`src/rtl/lcd_lvl_pkg.sv`:
```
package lcd_lvl_pkg;

    localparam int COM_MAX = 8;
    localparam int LVL_W   = 3;
    localparam int PH_W    = $clog2(COM_MAX);
    localparam int NPH_W   = PH_W + 1;

    typedef enum logic [LVL_W-1:0] {
        LV_GND  = 3'd0,
        LV_Q1   = 3'd1,
        LV_T1   = 3'd2,
        LV_HALF = 3'd3,
        LV_T2   = 3'd4,
        LV_Q3   = 3'd5,
        LV_FULL = 3'd6
    } lvl_e;

    typedef enum logic [1:0] {
        BIAS_2 = 2'd0,
        BIAS_3 = 2'd1,
        BIAS_4 = 2'd2
    } bias_e;

    typedef struct packed {
        logic [PH_W-1:0]  phase;
        logic             odd;
        logic [NPH_W-1:0] nph;
        bias_e            bias;
    } drv_ctx_t;

    function automatic logic [NPH_W-1:0] duty_phases(logic [2:0] d);
        case (d)
            3'd0:    return NPH_W'(1);
            3'd1:    return NPH_W'(2);
            3'd2:    return NPH_W'(3);
            3'd3:    return NPH_W'(4);
            default: return NPH_W'(COM_MAX);
        endcase
    endfunction

    function automatic bias_e bias_decode(logic [1:0] b);
        case (b)
            2'd0:    return BIAS_2;
            2'd1:    return BIAS_3;
            default: return BIAS_4;
        endcase
    endfunction

    function automatic lvl_e com_level(drv_ctx_t c, logic [NPH_W-1:0] idx);
        if (idx >= c.nph)
            return LV_GND;
        if (idx == NPH_W'(c.phase))
            return c.odd ? LV_FULL : LV_GND;
        case (c.bias)
            BIAS_2:  return LV_HALF;
            BIAS_3:  return c.odd ? LV_T1 : LV_T2;
            default: return c.odd ? LV_Q1 : LV_Q3;
        endcase
    endfunction

    function automatic lvl_e seg_level(drv_ctx_t c, logic lit);
        if (lit)
            return c.odd ? LV_GND : LV_FULL;
        if (c.nph == NPH_W'(1))
            return c.odd ? LV_FULL : LV_GND;
        case (c.bias)
            BIAS_3:  return c.odd ? LV_T2 : LV_T1;
            default: return LV_HALF;
        endcase
    endfunction

endpackage

```
`src/rtl/lcd_phase_ctrl.sv`:
```
module lcd_phase_ctrl
    import lcd_lvl_pkg::*;
(
    input  logic       clk,
    input  logic       rst,
    input  logic       en,
    input  logic       phase_tick,
    input  logic [2:0] duty_sel,
    input  logic [1:0] bias_sel,
    output logic       upd,
    output logic       running,
    output drv_ctx_t   ctx_nxt
);

    logic [PH_W-1:0]  phase_q;
    logic             odd_q;
    logic             run_q;
    logic [NPH_W-1:0] nph_q;
    bias_e            bias_q;
    logic             at_last;

    assign upd     = en & phase_tick;
    assign running = run_q;
    assign at_last = (NPH_W'(phase_q) == (nph_q - NPH_W'(1)));

    always_comb begin
        ctx_nxt.phase = phase_q;
        ctx_nxt.odd   = odd_q;
        ctx_nxt.nph   = nph_q;
        ctx_nxt.bias  = bias_q;
        if (!run_q) begin
            ctx_nxt.phase = '0;
            ctx_nxt.odd   = 1'b1;
            ctx_nxt.nph   = duty_phases(duty_sel);
            ctx_nxt.bias  = bias_decode(bias_sel);
        end else if (at_last) begin
            ctx_nxt.phase = '0;
            ctx_nxt.odd   = ~odd_q;
            ctx_nxt.nph   = duty_phases(duty_sel);
            ctx_nxt.bias  = bias_decode(bias_sel);
        end else begin
            ctx_nxt.phase = phase_q + PH_W'(1);
        end
    end

    always_ff @(posedge clk) begin
        if (rst || !en) begin
            phase_q <= '0;
            odd_q   <= 1'b1;
            run_q   <= 1'b0;
            nph_q   <= NPH_W'(1);
            bias_q  <= BIAS_2;
        end else if (upd) begin
            phase_q <= ctx_nxt.phase;
            odd_q   <= ctx_nxt.odd;
            run_q   <= 1'b1;
            nph_q   <= ctx_nxt.nph;
            bias_q  <= ctx_nxt.bias;
        end
    end

endmodule

```
`src/rtl/lcd_com_drv.sv`:
```
module lcd_com_drv
    import lcd_lvl_pkg::*;
(
    input  drv_ctx_t                         ctx,
    output logic [COM_MAX-1:0][LVL_W-1:0]    lvl
);

    for (genvar g = 0; g < COM_MAX; g++) begin : g_com
        assign lvl[g] = com_level(ctx, NPH_W'(g));
    end

endmodule

```
`src/rtl/lcd_seg_drv.sv`:
```
module lcd_seg_drv
    import lcd_lvl_pkg::*;
#(
    parameter int NUM_SEG = 8
) (
    input  drv_ctx_t                         ctx,
    input  logic [COM_MAX*NUM_SEG-1:0]       pix,
    output logic [NUM_SEG-1:0][LVL_W-1:0]    lvl
);

    logic [NUM_SEG-1:0] rows [COM_MAX];
    logic [NUM_SEG-1:0] row;

    for (genvar c = 0; c < COM_MAX; c++) begin : g_row
        assign rows[c] = pix[c*NUM_SEG +: NUM_SEG];
    end

    assign row = rows[ctx.phase];

    for (genvar s = 0; s < NUM_SEG; s++) begin : g_seg
        assign lvl[s] = seg_level(ctx, row[s]);
    end

endmodule

```
`src/rtl/lcd_mux_drive.sv`:
```
module lcd_mux_drive
    import lcd_lvl_pkg::*;
#(
    parameter int NUM_SEG = 8
) (
    input  logic                         clk,
    input  logic                         rst,
    input  logic                         en,
    input  logic                         phase_tick,
    input  logic [2:0]                   duty_sel,
    input  logic [1:0]                   bias_sel,
    input  logic [COM_MAX*NUM_SEG-1:0]   pix,
    output logic [COM_MAX*LVL_W-1:0]     com_lvl,
    output logic [NUM_SEG*LVL_W-1:0]     seg_lvl,
    output logic                         en_stat
);

    logic                               upd;
    logic                               running;
    drv_ctx_t                           ctx_nxt;
    logic [COM_MAX-1:0][LVL_W-1:0]      com_d;
    logic [NUM_SEG-1:0][LVL_W-1:0]      seg_d;
    logic [COM_MAX-1:0][LVL_W-1:0]      com_q;
    logic [NUM_SEG-1:0][LVL_W-1:0]      seg_q;

    lcd_phase_ctrl u_ctrl (
        .clk        (clk),
        .rst        (rst),
        .en         (en),
        .phase_tick (phase_tick),
        .duty_sel   (duty_sel),
        .bias_sel   (bias_sel),
        .upd        (upd),
        .running    (running),
        .ctx_nxt    (ctx_nxt)
    );

    lcd_com_drv u_com (
        .ctx (ctx_nxt),
        .lvl (com_d)
    );

    lcd_seg_drv #(.NUM_SEG(NUM_SEG)) u_seg (
        .ctx (ctx_nxt),
        .pix (pix),
        .lvl (seg_d)
    );

    always_ff @(posedge clk) begin
        if (rst || !en) begin
            com_q <= '0;
            seg_q <= '0;
        end else if (upd) begin
            com_q <= com_d;
            seg_q <= seg_d;
        end
    end

    assign com_lvl = com_q;
    assign seg_lvl = seg_q;
    assign en_stat = running & en;

endmodule

```
`config.mk`:
```
export PLATFORM = sky130hd
export DESIGN_NAME = lcd_mux_drive
export DESIGN_NICKNAME = d
export VERILOG_FILES = /design/src/rtl/lcd_lvl_pkg.sv /design/src/rtl/lcd_phase_ctrl.sv /design/src/rtl/lcd_com_drv.sv /design/src/rtl/lcd_seg_drv.sv /design/src/rtl/lcd_mux_drive.sv
export SDC_FILE = /design/constraint.sdc
export NUM_CORES = 1
export LEC_CHECK = 0
export BUFFER_PORTS_ARGS = -buffer_cell sky130_fd_sc_hd__buf_2
export CORE_MARGIN = 1.5
export CORE_UTILIZATION = 46
export DETAILED_ROUTE_END_ITERATION = 16
export PLACE_DENSITY = 0.76
export REMOVE_ABC_BUFFERS = 1
export SYNTH_ARGS = -nofsm -noshare
export SYNTH_HDL_FRONTEND = slang
export SYNTH_SLANG_ARGS = --single-unit
export TNS_END_PERCENT = 100
```
`constraint.sdc`:
```
create_clock -name clk -period 2.7 [get_ports clk]
set_input_delay 0.27 -clock clk [delete_from_list [all_inputs] [get_ports clk]]
set_output_delay 0.27 -clock clk [all_outputs]
set_load 0.01 [all_outputs]
```
==> flow_metrics.py <==
metrics = {
    "finish": {
        "fin_area_mm2": 0.00465,
        "layout.nets": 639,
        "fin_util_pct": 63.5,
        "area_growth_syn_to_layout_pct": 32.2,
        "fill_cells": 679,
        "diodes": 0,
        "multi_input_comb_area_mm2": 0.00222,
        "drive_gt1_share_pct": 36.4,
        "regArea_mm2": 0.00118,
    },
    "routing": {
        "top_layer_used": "met4",
        "drcViolationCount": 0,
        "route.met3.wl_um": 738,
        "drtPass1Iterations": 5,
        "detail_route.wirelength.met1_um": 4930,
        "via_per_inst": 5.89,
        "first_iter_violations": 331,
        "totalWireLength_um": 11600,
        "postRouteAntennaNets": 0,
        "routedWlPerCell_um": 17.3,
        "wl_met2_um": 5600,
        "vias": 3933,
    },
    "synthesis": {
        "synthXorXnorAreaFrac_pct": 1.49,
        "synth_commonest_cells": "dfxtp_1, nand2_1, o21ai_0, nor2_1, a21oi_1",
        "synth_compound_area_share_pct": 28.3,
        "async_reset_ff_share_pct": 0,
        "synth_top_cell_area_share_pct": 33.6,
        "synthSimpleGateAreaFrac_pct": 20.8,
        "yosysTopAreaCell": "dfxtp_1",
        "avgSynthCellArea_um2": 8.22,
        "synthDistinctLibCells": 60,
        "synth-edff-count": 0,
        "ys_seq_elements": 59,
        "syn_area_mm2": 0.00352,
        "yosysSeqAreaShare_pct": 33.6,
        "syn_inst": 428,
        "synthMuxAreaShare_pct": 9.70,
        "yosysWarnings": 0,
        "synthTopCellsByArea": "dfxtp_1, o21ai_0, mux4_2, nand2_1, a211oi_1",
        "yosysMostFrequentCell": "dfxtp_1",
        "post_synth_fa_ha_maj_area_fraction_pct": 0.711,
        "ys.flop_type": "dfxtp_1",
        "synth_top_family_by_area": "compound AO/OA/AOI/OAI gates",
    },
    "placement": {
        "gp_congestion": 0.931,
        "place_area_mm2": 0.00433,
        "port-buffer-count": 121,
        "post-dp-hpwl_um": 8650,
    },
    "global_route": {
        "antenna_found_initial": 0,
        "grt_max_degree": 30,
        "grt_pass1_wl_um": 18400,
        "grt_pass1_vias": 3815,
        "grt_use_total_pct": 28.0,
        "grt-ovfl-total": 0,
    },
    "die": {
        "rows": 31,
        "die-area_mm2": 0.00818,
        "fp.coreArea_mm2": 0.00733,
        "die_w_um": 90.5,
        "num_io_pins": 122,
        "die_y_um": 90.5,
        "start_util_pct": 48.0,
    },
    "timing": {
        "min_period_ns": 2.65,
        "skew_ns": 0.00919,
        "slew_viol_final": 0,
        "hold_slack_ns": 0.220,
        "setup_viol": 0,
        "rsz0062_at_grt": "true",
        "fin_crit_sh_pct": 98.3,
        "hold_viol": 0,
        "maxSlewHeadroom_pct": 52.4,
        "clock.fmax_mhz": 377,
        "worst_pin_slew_ns": 0.712,
    },
    "worst_setup_path": {
        "critical_path_class": "register to register",
        "cp_data_required_time_ns": 2.92,
        "max_stage_delay_ns": 0.34,
        "cpMostUsedCell": "buf_4",
        "crit_arrival_ns": 2.87,
        "crit_chain": "inv_1, ha_1, xor2_1, o211a_1, buf_4, nand4_1, nand3_1, buf_4, nand3b_1, buf_4, a211oi_1, nor3_1",
        "end_kind": "register",
        "critPathMaxFanout": 10,
        "critPathSlowestCell": "dfxtp_1",
        "start_kind": "register",
    },
    "clocking": {
        "cts.clk_slew.worst_paths_ns": 0.07,
        "insertion_delay_ns": 0.35,
        "root_buffer": "clkbuf_8",
        "htree_levels": 3,
        "clock_path_buffers": 2,
        "clock-sinks": 59,
        "holdBufCountCts": 0,
        "cts_made_buffers": 9,
        "cts_tree": "done",
    },
    "power_and_ir_drop": {
        "cellPowerDensity_mw_per_mm2": 476,
        "ir_worst_vdd_mv": 0.217,
        "finalPower_w": 0.00222,
        "p_leak_nw": 1.95,
    },
    "worst_hold_path": {
        "hold_path.class": "primary input to register",
    },
    "job": {
        "drv_cap": 0,
    },
    "outcome": {
        "status": "finished, final reports clean",
    },
}
==> where the power goes <==
group          switching [W]  internal (W)  total [W]
registers          0.0000162      0.000895   0.000911
logic               0.000229      0.000172   0.000400
clock network       0.000358      0.000546   0.000904
total               0.000603       0.00161    0.00222
==> area by class of cell <==
class / instances / area share, %
Timing Repair Buffer: 158 / 19.1
Clock inverter: 4 / 1.59
Inverter: 6 / 0.484
Tap cell: 99 / 2.66
Clock buffer: 12 / 3.12
Multi-Input combinational cell: 330 / 47.7
Sequential cell: 59 / 25.4
==> kinds of logic (layout without fill, tap and decap cells) <==
| kind of cell | Yosys count | in the layout |
|---|---|---|
| AOI/OAI and AO/OA | 148 | 148 |
| xor gates and xnor gates | 6 | 6 |
| adders and majority gates | 2 | 2 |
| buffers and inverters | 39 | 180 |
| DFF | 59 | 59 |
| muxes | 23 | 23 |
| and+or+nand+nor | 151 | 151 |
==> timing repair <==
action	4_1_cts	5_1_grt
endpoints found under the setup margin	0	39
gates resized for setup	0	15
endpoints found under the hold margin	0	0
setup buffers	0	4
==> placed cells by master, fill, tap and decap left out, types with 7 or more instances in the layout <==
master	synthesis	routed
nand3_1	16	16
nor2b_1	10	10
mux4_2	8	8
a21oi_1	27	25
buf_4	1	36
o21ai_0	44	44
mux2i_1	9	9
a31oi_1	7	7
dfxtp_1	59	59
nor3_1	19	18
clkbuf_8	0	10
a211oi_1	21	18
a32o_1	7	7
nand2_1	46	44
buf_2	8	121
nor2_1	32	32
==> path summary, 6_finish.rpt <==
kind	start	slack (ns)	end	cells past startpoint
worst max-delay path	u_ctrl.nph_q[1]$_SDFFE_PP0P_	0.05	seg_lvl[10]$_SDFFE_PP0P_	12
worst min-delay path	bias_sel[1]	0.22	u_ctrl.bias_q[1]$_SDFFE_PP0P_	3
worst max register to register	u_ctrl.nph_q[1]$_SDFFE_PP0P_	0.05	seg_lvl[10]$_SDFFE_PP0P_	12
worst min register to register	com_lvl[9]$_SDFFE_PP0P_	0.45	com_lvl[9]$_SDFFE_PP0P_	2
==> layer usage <==
| layer | vias to the layer above | global-route usage (%) |
|---|---|---|
| met1 | 1829 | 36.1 |
| met5 | - | 0 |
| met3 | 30 | 3.79 |
| met2 | 195 | 47.5 |
| met4 | 0 | 10.3 |
| li1 | 1879 | - |
==> worst max-delay path, delay by kind of cell (launching register included) <==
family | cells | cell delay (ns)
buf+inv | 4 | 0.63
compound gates | 2 | 0.60
simple gates | 4 | 0.48
flops | 1 | 0.34
fa+ha+maj | 1 | 0.28
xor+xnor | 1 | 0.21
==> through the flow <==
| stage | TNS [ns] | setup slack, ns | instances |
|---|---|---|---|
| finish | 0 | 0.0464 | 668 |
| detailed placement | 0 | 0.108 | 648 |
| global placement | 0 | 0.132 | 648 |
| global route | -0.132 | -0.0474 | 668 |
| floorplan | -9.29 | -0.327 | 395 |
| CTS | 0 | 0.0828 | 664 |
==> registers in the layout, indices dropped and copies added (netlist names) <==
register	flops
com_lvl	24
seg_lvl	24
u_ctrl.nph_q	4
u_ctrl.phase_q	3
u_ctrl.bias_q	2
u_ctrl.odd_q	1
u_ctrl.running	1
Note: power is estimated with default switching activity, not from simulation.
